[src/rtl/ascii_cmd_pkg.sv]
// Package: ascii_cmd_pkg
// Shared types for the ASCII hex command assembler. It assumes
// digits are 4 bits wide, which fixes the nibble width.
package ascii_cmd_pkg;

    localparam int NIB_W = 4;

    typedef enum logic [1:0] {
        CH_DIGIT  = 2'd0,
        CH_COMMIT = 2'd1,
        CH_CLEAR  = 2'd2,
        CH_BAD    = 2'd3
    } char_kind_t;

    typedef struct packed {
        char_kind_t       kind;
        logic [NIB_W-1:0] value;
    } char_info_t;

endpackage

[src/rtl/hex_char_decoder.sv]
// Module: hex_char_decoder
// Sorts one byte into digit, commit, clear or bad, and gives the
// 4-bit digit value. It is purely combinational. It assumes the
// control byte codes differ from every hex digit code.
module hex_char_decoder
    import ascii_cmd_pkg::*;
#(
    parameter logic [7:0] COMMIT_CODE = 8'h0D,
    parameter logic [7:0] CLEAR_CODE  = 8'h20
) (
    input  logic [7:0] byte_in,
    output char_info_t info
);

    logic [7:0] offset;

    // Classify the byte and derive the digit value from its code.
    always_comb begin
        offset     = 8'h00;
        info.kind  = CH_BAD;
        if (byte_in >= 8'h30 && byte_in <= 8'h39) begin
            offset    = byte_in - 8'h30;
            info.kind = CH_DIGIT;
        end else if (byte_in >= 8'h41 && byte_in <= 8'h46) begin
            offset    = byte_in - 8'h37;
            info.kind = CH_DIGIT;
        end else if (byte_in >= 8'h61 && byte_in <= 8'h66) begin
            offset    = byte_in - 8'h57;
            info.kind = CH_DIGIT;
        end else if (byte_in == COMMIT_CODE) begin
            info.kind = CH_COMMIT;
        end else if (byte_in == CLEAR_CODE) begin
            info.kind = CH_CLEAR;
        end
        info.value = offset[NIB_W-1:0];
    end

endmodule

[src/rtl/cmd_shift_reg.sv]
// Module: cmd_shift_reg
// Nibble-wide shift register. Each shift puts a new nibble in the
// lowest slot and moves every slot up one place. A clear empties
// all slots and wins over a shift; the two do not occur together.
module cmd_shift_reg
    import ascii_cmd_pkg::*;
#(
    parameter int DIGITS = 13,
    localparam int WORD_W = DIGITS * NIB_W
) (
    input  logic              clk,
    input  logic              rst_n,
    input  logic              shift_en,
    input  logic              clear,
    input  logic [NIB_W-1:0]  nibble_in,
    output logic [WORD_W-1:0] word
);

    for (genvar g = 0; g < DIGITS; g++) begin : g_slot
        logic [NIB_W-1:0] src;

        if (g == 0) begin : g_head
            // The lowest slot takes the incoming nibble.
            assign src = nibble_in;
        end else begin : g_body
            // Every higher slot takes its lower neighbour.
            assign src = word[(g-1)*NIB_W +: NIB_W];
        end

        // Hold, clear or shift this slot.
        always_ff @(posedge clk) begin
            if (!rst_n || clear) begin
                word[g*NIB_W +: NIB_W] <= '0;
            end else if (shift_en) begin
                word[g*NIB_W +: NIB_W] <= src;
            end
        end
    end

endmodule

[src/rtl/err_tracker.sv]
// Module: err_tracker
// Sticky error flag. A set raises it and a clear lowers it. A clear
// wins, although the decoder never asks for both at once.
module err_tracker (
    input  logic clk,
    input  logic rst_n,
    input  logic set,
    input  logic clr,
    output logic flag
);

    // Update the sticky flag.
    always_ff @(posedge clk) begin
        if (!rst_n || clr) begin
            flag <= 1'b0;
        end else if (set) begin
            flag <= 1'b1;
        end
    end

endmodule

[src/rtl/cmd_release.sv]
// Module: cmd_release
// Captures the assembled word on a commit and pulses a valid for one
// cycle. It assumes the shift register is cleared at the same edge,
// so it captures the value from before that clear.
module cmd_release #(
    parameter int WORD_W = 52
) (
    input  logic              clk,
    input  logic              rst_n,
    input  logic              commit,
    input  logic [WORD_W-1:0] word_in,
    output logic [WORD_W-1:0] word_out,
    output logic              valid_out
);

    // Hold the last committed word.
    always_ff @(posedge clk) begin
        if (!rst_n) begin
            word_out <= '0;
        end else if (commit) begin
            word_out <= word_in;
        end
    end

    // One pulse per commit.
    always_ff @(posedge clk) begin
        if (!rst_n) begin
            valid_out <= 1'b0;
        end else begin
            valid_out <= commit;
        end
    end

endmodule

[src/rtl/ascii_cmd_assembler.sv]
// Module: ascii_cmd_assembler (top)
// Builds a command word from hex digit characters given one byte at a
// time with a valid strobe. A carriage return commits the word and a
// space clears it. Any other byte is ignored and flagged. All outputs
// are registered, so each byte takes effect one cycle after it is taken.
module ascii_cmd_assembler
    import ascii_cmd_pkg::*;
#(
    parameter int         DIGITS      = 13,
    parameter logic [7:0] COMMIT_CODE = 8'h0D,
    parameter logic [7:0] CLEAR_CODE  = 8'h20,
    localparam int        WORD_W      = DIGITS * NIB_W
) (
    input  logic              clk,
    input  logic              rst_n,
    input  logic [7:0]        rx_data,
    input  logic              rx_valid,
    output logic [WORD_W-1:0] cmd_word,
    output logic              cmd_valid,
    output logic              char_err
);

    char_info_t        info;
    logic              do_shift;
    logic              do_commit;
    logic              do_clear;
    logic              do_flag;
    logic [WORD_W-1:0] asm_word;

    hex_char_decoder #(
        .COMMIT_CODE (COMMIT_CODE),
        .CLEAR_CODE  (CLEAR_CODE)
    ) u_dec (
        .byte_in (rx_data),
        .info    (info)
    );

    // Turn the byte class into one-hot actions, qualified by the strobe.
    always_comb begin
        do_shift  = rx_valid && (info.kind == CH_DIGIT);
        do_commit = rx_valid && (info.kind == CH_COMMIT);
        do_clear  = rx_valid && (info.kind == CH_COMMIT || info.kind == CH_CLEAR);
        do_flag   = rx_valid && (info.kind == CH_BAD);
    end

    cmd_shift_reg #(
        .DIGITS (DIGITS)
    ) u_sreg (
        .clk       (clk),
        .rst_n     (rst_n),
        .shift_en  (do_shift),
        .clear     (do_clear),
        .nibble_in (info.value),
        .word      (asm_word)
    );

    err_tracker u_err (
        .clk   (clk),
        .rst_n (rst_n),
        .set   (do_flag),
        .clr   (do_clear),
        .flag  (char_err)
    );

    cmd_release #(
        .WORD_W (WORD_W)
    ) u_rel (
        .clk       (clk),
        .rst_n     (rst_n),
        .commit    (do_commit),
        .word_in   (asm_word),
        .word_out  (cmd_word),
        .valid_out (cmd_valid)
    );

endmodule

[config.mk]
export PLATFORM = sky130hd
export DESIGN_NAME = ascii_cmd_assembler
export DESIGN_NICKNAME = d
export VERILOG_FILES = /design/src/rtl/ascii_cmd_pkg.sv /design/src/rtl/hex_char_decoder.sv /design/src/rtl/cmd_shift_reg.sv /design/src/rtl/err_tracker.sv /design/src/rtl/cmd_release.sv /design/src/rtl/ascii_cmd_assembler.sv
export SDC_FILE = /design/constraint.sdc
export NUM_CORES = 1
export LEC_CHECK = 0
export BUFFER_PORTS_ARGS = -buffer_cell sky130_fd_sc_hd__buf_2
export CELL_PAD_IN_SITES_DETAIL_PLACEMENT = 1
export CELL_PAD_IN_SITES_GLOBAL_PLACEMENT = 1
export CORE_UTILIZATION = 41
export CTS_CLUSTER_DIAMETER = 200
export DETAILED_ROUTE_END_ITERATION = 16
export PLACE_DENSITY_LB_ADDON = 0.1
export SETUP_SLACK_MARGIN = 0.4
export SLEW_MARGIN = 20
export SYNTH_ARGS = -nofsm -noshare
export SYNTH_HDL_FRONTEND = slang
export SYNTH_SLANG_ARGS = --single-unit
[constraint.sdc]
create_clock -name clk -period 3.8 [get_ports clk]
set_input_delay 0.76 -clock clk [delete_from_list [all_inputs] [get_ports clk]]
set_output_delay 0.76 -clock clk [all_outputs]
set_load 0.01 [all_outputs]
* Word-level counts from Yosys, hierarchy flattened
Index checks and enable logic that the tools add are counted.
** Storage, ports and cells
- Logic and storage cells :: 49
- Input bits :: 11
- Flip-flop bits (word level) :: 106
** Cells by class
- Add/sub/neg operators :: 3
- Reduce and logical (&&, ||, !) cells :: 11
- Magnitude comparators :: 6
- Multiplexer cells :: 8
- Eq/ne operators :: 5
** Operators by type and width (count)
- 8-bit by 7-bit >= comparator with 1-bit output, second input constant :: 2
- 8-bit by 7-bit <= comparator with 1-bit output, second input constant :: 2
- 4-bit 2-to-1 mux :: 3
- 8-bit by 4-bit equality test with 1-bit output, second input constant :: 1
- 8-bit by 6-bit equality test with 1-bit output, second input constant :: 1
- 8-bit by 6-bit >= comparator with 1-bit output, second input constant :: 1
- 8-bit by 6-bit <= comparator with 1-bit output, second input constant :: 1
- 2-bit 2-to-1 mux :: 4
- 4-bit by 3-bit subtractor with 4-bit output, second input constant :: 2
- 1-bit logical AND :: 7
- 2-bit equality test, second input constant :: 2
- 4-bit by 1-bit subtractor with 4-bit output, second input constant :: 1
- 2-bit by 1-bit equality test with 1-bit output, second input constant :: 1
- 2-bit zero test :: 1
- 1-bit logical OR :: 2
- 1-bit zero test :: 1
- 1-bit 2-to-1 mux :: 1

* Longest topological paths before layout
Gate-level depths: netlist (run 1).
- Word-level depth :: 10
- Depth in mapped cells :: 12
- Mapped depth without buffers :: 11

* Hierarchy
From an unflattened synthesis (run 1), not the netlist that was laid out.
** Unflattened totals
- Cells, all modules :: 382
- Area, all modules :: 4237.8 um^2
** Modules (own cells, without submodules)
- cmd_release :: cells an instance 169, area each 2018.2 um^2, seq. area each 1061.0 um^2, instances 1
- cmd_shift_reg :: cells an instance 169, area each 1879.3 um^2, seq. area each 1041.0 um^2, instances 1
- hex_char_decoder :: cells an instance 32, area each 234.0 um^2, seq. area each 0.0 um^2, instances 1
- ascii_cmd_assembler :: cells an instance 9, area each 70.1 um^2, seq. area each 0.0 um^2, instances 1
- err_tracker :: cells an instance 3, area each 36.3 um^2, seq. area each 20.0 um^2, instances 1

* Worst setup path before layout (run 1)
Ideal clock, no wire load.
- Path kind :: input -> register
- Start point :: in rx_data[3]
- End point :: reg u_err.flag
- Path slack :: 888 ps
- Cell stages on the path :: 8
- Arrival :: 2785 ps
- Cell sequence :: or4b_4 -> a311oi_4 -> nor2_1 -> o21ai_0 -> ha_1 -> o21ai_1 -> clkbuf_1 -> nor2_1
** Between the ends
- Cells in the longest elaborated chain, start to end :: 10
- Elaborated cells on any way between the ends :: 23
- Those cells by class :: order compare: 6; eq/ne: 5; mux: 5; reduce/logical: 7
** Ends and longest elaborated chain
- start, declared :: RTL line ascii_cmd_assembler.sv:16 : input logic [7:0] rx_data,
- branches (longest 5 deep; another with 8-bit by 7-bit >= comparator with 1-bit output)
- 2-bit 2-to-1 mux (*) :: RTL line hex_char_decoder.sv:21 : if (byte_in >= 8'h30 && byte_in <= 8'h39) begin
- 2-bit by 1-bit equality test with 1-bit output / 2-bit equality test (equally long branches) :: RTL line ascii_cmd_assembler.sv:42 : do_clear = rx_valid && (info.kind == CH_COMMIT || info.kind == CH_CLEAR);
- 1-bit logical OR :: RTL line ascii_cmd_assembler.sv:42
- 1-bit logical AND :: RTL line ascii_cmd_assembler.sv:42
- 1-bit logical OR :: RTL line err_tracker.sv:14 : if (!rst_n || clr) begin
- end signal, assigned :: RTL line err_tracker.sv:15 : flag <= 1'b0;
- end signal, assigned :: RTL line err_tracker.sv:17 : flag <= 1'b1;
- end, declared :: RTL line err_tracker.sv:9 : output logic flag
Every way passes the cells marked *.
A chain may end at the register's enable or synchronous reset.

* Worst setup path after layout (run 1)
- Start point :: in rx_data[1]
- End point :: reg u_rel.word_out[26]
** Between the ends
- Cells in the longest elaborated chain, start to end :: 8
- Elaborated cells on any way between the ends :: 18
- Those cells by class :: order compare: 6; eq/ne: 3; mux: 5; reduce/logical: 4
** Ends and longest elaborated chain
- branches (longest 5 deep; another with 8-bit by 7-bit >= comparator with 1-bit output)
- 2-bit 2-to-1 mux (*) :: RTL line hex_char_decoder.sv:21
- 2-bit by 1-bit equality test with 1-bit output (*) :: RTL line ascii_cmd_assembler.sv:41 : do_commit = rx_valid && (info.kind == CH_COMMIT);
- 1-bit logical AND (*) :: RTL line ascii_cmd_assembler.sv:41
- end signal, assigned :: RTL line cmd_release.sv:21 : word_out <= word_in;
- end, declared :: RTL line cmd_release.sv:12 : output logic [WORD_W-1:0] word_out,
Marked as above.

==> results of run 1 <==
## area by class of cell
| type | count | area [um2] | share of cell area |
|---|---|---|---|
| multi-input cells | 346 | 1750 | 0.374 |
| well taps | 129 | 161 | 0.0346 |
| flip-flops and latches | 106 | 2120 | 0.455 |
| clock inverters | 6 | 50.0 | 0.0107 |
| clock buffers | 10 | 138 | 0.0295 |
| repair buffers | 72 | 430 | 0.0923 |
| inverters | 5 | 18.8 | 0.00402 |
## power groups by stage
stage | Sequential, uW | Combinational, uW | Clock (uW)
final | 1110 | 75.4 | 665
after global routing | 1110 | 83.5 | 732
after CTS | 1110 | 76.4 | 685
after detailed placement | 1140 | 76.3 | 0
after global placement | 1140 | 74.6 | 0
after floorplan | 1140 | 46.1 | 0
## state kept, by name (all words and copies together) (netlist names)
signal / cells
u_err.flag: 1
u_rel.word_out: 52
u_sreg.word: 4
u_rel.valid_out: 1
u_sreg.g_slot.src: 48
## tightest hold or removal path: cells and delay by family (launching register included)
kind | cells | cell delay (ns)
AOI/OAI and AO/OA | 1 | 0.05
DFF | 1 | 0.32
and+or+nand+nor | 1 | 0.05
## cell usage in the layout (no fill, tap or decap)
cell and instances:
o21ai_4 1, nor3b_1 2, nand4bb_1 1, and2_2 2
o22ai_1 1, buf_12 4, buf_4 4, dfxtp_1 106
a211oi_1 1, nor4_1 1, o21bai_1 1, o211a_1 1
clkinvlp_4 1, nand2b_1 1, nor3_1 4, and3_1 1
clkinv_4 2, nand4b_1 1, o21ai_0 1, inv_1 5
or3_1 1, o21a_1 1, ha_1 7, nand2_2 1
or4b_4 1, nand2_1 203, clkbuf_8 10, inv_8 1
a21boi_0 52, inv_6 1, buf_2 64, clkinv_2 1
nor2_1 5, a21oi_1 52, o31ai_1 1, a221oi_1 1
a311oi_4 1, o221ai_1 1
## per-stage QoR
| step | instances | hold WS (ns) |
|---|---|---|
| after floorplan | 491 | 0.437 |
| after global placement | 658 | 0.445 |
| after detailed placement | 658 | 0.451 |
| after CTS | 674 | 0.464 |
| after global routing | 674 | 0.488 |
| final | 674 | 0.463 |
## cells by family (layout without fill, tap and decap cells)
logic type,after synthesis,count (layout),synth area share
and+or+nand+nor,224,224,0.223
AOI/OAI and AO/OA,115,115,0.188
DFF,106,106,0.531
buffers and inverters,39,93,0.0366
adders and majority gates,7,7,0.0219
## worst min-delay path by stage
| stage | end | slack, ns | cells after the start | startpoint |
|---|---|---|---|---|
| 6_report | u_sreg.word[51] | 0.46 | 2 | u_sreg.word[51] |
| 5_1_grt | u_sreg.g_slot[12].src[0] | 0.49 | 2 | u_sreg.g_slot[11].src[0] |
| 4_1_cts | u_sreg.g_slot[12].src[0] | 0.46 | 2 | u_sreg.g_slot[11].src[0] |
| 3_5_place_dp | u_sreg.word[51] | 0.45 | 2 | u_sreg.word[51] |
| 3_3_place_gp | u_sreg.word[49] | 0.44 | 2 | u_sreg.word[49] |
| 2_1_floorplan | u_sreg.word[48] | 0.44 | 2 | u_sreg.word[48] |
## layer usage
metal / GRT usage / vias up / part of all wire
met1: 0.262 / 1576 / 0.50
met5: 0 / - / 0
met4: 0.0535 / 0 / 0.0085
li1: - / 1693 / -
met2: 0.340 / 49 / 0.47
met3: 0.0368 / 7 / 0.029
==> results.toml, run 1 <==
[layout]
nets = 558
drive_gt1_frac = 0.172
fillers = 1152
final_cell_area_um2 = 4670
utilization = 0.500
syn_to_final_growth_pct = 16.7
antenna_cells = 0

[setup_path]
crit_top_cell = "ha_1"
cp.depth = 11
cp_top_family = "simple AND/OR/NAND/NOR gates"
timing.critical_path.to = "u_rel.word_out[26]"
critical_path_class = "primary input to flip-flop"
cp_max_fo = 17
cp.arrival_ns = 3.33
cp_slowest_cell = "nor3b_1"
critPathLaunchType = "primary input"
slowest_delay_ns = 0.43
path_cells = "buf_2 > inv_1 > ha_1 > nor3b_1 > a311oi_4 > nor3_1 > ha_1 > and2_2 > buf_4 > nand2_1 > a21boi_0"
critPathCaptureType = "flip-flop"
critPathLaunch = "rx_data[1]"
rrSetupSlack_ns = 3.06
r2r-end = "u_rel.word_out[5]"
reg2reg_depth = 2
crit_buf_inv = 3
cp.required_ns = 4.08
regToRegStartpoint = "u_sreg.g_slot[2].src[1]"

[synthesis]
synth_area_per_cell_um2 = 8.14
ys_warn_count = 0
synth_most_common_cell = "nand2_1"
syn_nets = 509
synth_cell_types = 30
synthArstFlopShare = 0
synth_edf_count = 0
ys_top_cells_by_area = "dfxtp_1 (53%), nand2_1 (19%), a21boi_0 (9.8%), a21oi_1 (6.5%), clkbuf_1 (3.0%)"
syn_inst = 491
synth.cell_area_um2 = 4000
synth_common_cells = "nand2_1 (204), dfxtp_1 (106), a21boi_0 (52), a21oi_1 (52), clkbuf_1 (32)"
synth_flop_cell = "dfxtp_1"
synth_seq_cells = 106
synth_top_area_frac = 0.531
ys_seq_area_frac = 0.531
yosysTopAreaCell = "dfxtp_1"

[detailed_routing]
vias = 3325
ant_nets = 0
drt-initial-drc-count = 83
drc = 0
routed_wl_um = 9410
wl_per_cell_um = 14.0
vias_per_cell = 4.93
firstDrtPassIters = 4

[placement]
hpwl_um = 6440
port-buffer-count = 64
place_congestion = 0.760
post-place-ws_ns = 0.361
dpl-instance-area_um2 = 4480

[grt]
antenna_found_initial = 0
grt_usage = 0.200
grt_pass1_vias = 3362
grt_pass1_wl_um = 16000
grt_max_degree = 49
grt_overflow = 0

[floorplan]
io_pins = 65
core_um2 = 9330
rows = 35
dieArea_um2 = 10100
die_w_um = 101
die_h_um = 101
initial_core_util = 0.429

[clock_network]
cts_sinks = 106
cts_resized = 0
root_buffer = "clkbuf_8"
cts_buffers = 9
cts_buffer_depth = 2
cts_tree = "yes"
path_clk_slew_ns = 0.10
htree_levels = 3
post_cts_buffers = 0
insertion_delay_ns = 0.37
cts.hold.buffers_added = 0

[power_and_ir_drop]
pwr-share-clk = 0.359
ir_worst_vdd_mv = 0.183
p_total_uw = 1850
switching_share = 0.243
p_int_uw = 1400
combPwrFrac = 0.041
power_density_nw_per_um2 = 397
p_leak_uw = 0.00173
power_switching_uw = 450
pwr-share-seq = 0.600

[sta]
finalMaxSlewViolations = 0
fin_crit_ns = 3.05
worst_pin_slew_ns = 0.578
setup_tns_ns = 0
rsz0062_at_grt = "no"
fin_crit_sh = 0.802
max_freq_mhz = 328
fin_skew_ns = 0.0190
hold_violations = 0
slew_headroom = 0.615
setup_ws_ns = 0.753
setup_viol = 0

[min_path]
holdCritPathClass = "flip-flop to flip-flop"

[run_status]
status = "finished, final reports clean"

[job]
drv_cap = 0
Power figures use the tool's default switching activity.
==> run 2, diff against run 1 <==
CORE_UTILIZATION = 37   (was 41)
clock period = 2.7 ns   (was 3.8 ns; I/O delays follow)
==> run 2 against run 1 <==
  * Sequential cell count did not move
  * Combinational power is 110% higher
  * Global-route usage decreased by 1.5 points
  * Clock skew shrank 0.011 ns
  * Worst setup slack worse by 0.41 ns
  * Wire length rose by 18%
  * Hold slack got worse by 0.0062 ns
  * Largest cell class unchanged
==> results.toml, run 2 (synthesis gave the netlist of run 1 again) <==
[layout]
syn_to_final_growth_pct = 28.5
top_register = "u_rel.word_out"
drive_gt1_frac = 0.245
nets = 576
antenna_cells = 0
final_cell_area_um2 = 5140
final_common_cell = "nand2_1"
final_cells = 699
largest_register_ffs = 52
final_cell_mix = "nand2_1 (202), dfxtp_1 (106), buf_2 (64)"

[setup_path]
r2r-end = "u_rel.word_out[21]"
rrSetupSlack_ns = 1.97
critPathCaptureType = "flip-flop"
cp_slowest_cell = "or4b_4"
cp_max_fo = 13
path_cells = "buf_2 > or4b_4 > a311oi_4 > nor2_2 > o21ai_2 > ha_2 > o21ai_4 > buf_12 > clkbuf_16 > a21oi_1"
regToRegStartpoint = "u_sreg.g_slot[6].src[1]"
critical_path_class = "primary input to flip-flop"
timing.critical_path.to = "u_sreg.g_slot[8].src[0]"
cp.arrival_ns = 2.62
cp.required_ns = 2.97
critPathLaunch = "rx_data[3]"
reg2reg_depth = 2
critPathLaunchType = "primary input"
slowest_delay_ns = 0.55

[grt]
grt_pass1_wl_um = 16400
grt_overflow = 0
grt_pass1_vias = 3363
grt_max_degree = 52
antenna_found_initial = 0
grt_usage = 0.185

[clock_network]
root_buffer = "clkbuf_8"
cts_buffers = 9
htree_levels = 3
cts_tree = "yes"
cts_sinks = 106
path_clk_slew_ns = 0.09
cts_buffer_depth = 2
cts.hold.buffers_added = 0
insertion_delay_ns = 0.37

[detailed_routing]
vias_per_cell = 4.98
drt-initial-drc-count = 159
wl_per_cell_um = 15.8
firstDrtPassIters = 4
routed_wl_um = 11100
vias = 3480
ant_nets = 0
drc = 0

[sta]
rsz0062_at_grt = "yes"
fin_crit_ns = 2.36
fin_crit_sh = 0.873
fin_skew_ns = 0.00818
finalMaxSlewViolations = 0
slew_headroom = 0.751
max_freq_mhz = 424
worst_pin_slew_ns = 0.374
setup_viol = 0
hold_violations = 0

[floorplan]
dieArea_um2 = 11200
rows = 37
initial_core_util = 0.384
die_w_um = 106
core_um2 = 10400
io_pins = 65
die_h_um = 106

[placement]
port-buffer-count = 64
dp.cells = 672
hpwl_um = 6740
place_congestion = 0.777
dpl-instance-area_um2 = 4650

[power_and_ir_drop]
p_leak_uw = 0.00191
power_density_nw_per_um2 = 531
ir_worst_vdd_mv = 0.268

[run_status]
status = "finished, final reports clean"

[min_path]
holdCritPathClass = "flip-flop to flip-flop"

[job]
drv_cap = 0
-- run 2: changes by cell type in the layout (fill, tap and decap cells not counted), sizes merged --
cell,delta
buf,+11
clkinv,-2
clkbuf,+11
inv,-2
clkinvlp,-1
bufinv,+1
-- run 2: repair_timing --
item / 4_1_cts / 5_1_grt
endpoints found under the setup margin: 30 / 104
buffers inserted: 0 / 3
gates resized for setup: 3 / 20
cloned: 0 / 8
pin swaps: 0 / 4
-- run 2: worst max-delay path, delay by kind of cell --
family	cells	cell delay, ns
compound gates	4	0.69
fa+ha+maj	1	0.33
buf+inv	3	0.43
simple gates	2	0.63
-- run 2: worst min path at each step --
stage / startpoint / endpoint / slack (ns) / depth (start not counted)
after floorplan: u_sreg.word[48] / u_sreg.word[48] / 0.44 / 2
after global placement: u_sreg.word[49] / u_sreg.word[49] / 0.45 / 2
after detailed placement: u_sreg.word[48] / u_sreg.word[48] / 0.45 / 2
after CTS: u_sreg.word[48] / u_sreg.word[48] / 0.47 / 2
after global routing: u_rel.word_out[40] / u_rel.word_out[40] / 0.48 / 2
final: u_rel.word_out[9] / u_rel.word_out[9] / 0.46 / 2
-- run 2: final cells by class --
type	instances	area, um2
fill	1267	5280
timing repair buffer	90	758
multi-input combinational	346	1870
sequential	106	2120
clock inverter	2	35.0
inverter	5	18.8
clock buffer	14	163
tap	136	170
-- run 2: power breakdown --
group | switching (uW) | internal (uW)
Clock | 519 | 480
Combinational | 89.6 | 71.9
Sequential | 0.911 | 1560
-- run 2: metrics by stage --
step	setup TNS (ns)	worst slack, ns	hold WS, ns	util	total power, uW
floorplan	0	0.276	0.437	-	1680
global placement	0	0.105	0.449	0.446	1720
detailed placement	-0.531	-0.0904	0.454	0.446	1730
CTS	0	0.355	0.467	0.466	2720
global route	0	0.325	0.483	0.493	2830
finish	0	0.342	0.457	0.493	2730
-- run 2: routing by layer --
| metal | GRT usage | vias to the layer above | wire [um] |
|---|---|---|---|
| met1 | 0.246 | 1675 | 5500 |
| li1 | - | 1732 | - |
| met4 | 0.0625 | 0 | 153 |
| met5 | 0 | - | 0 |
| met3 | 0.0356 | 13 | 269 |
| met2 | 0.301 | 60 | 5150 |
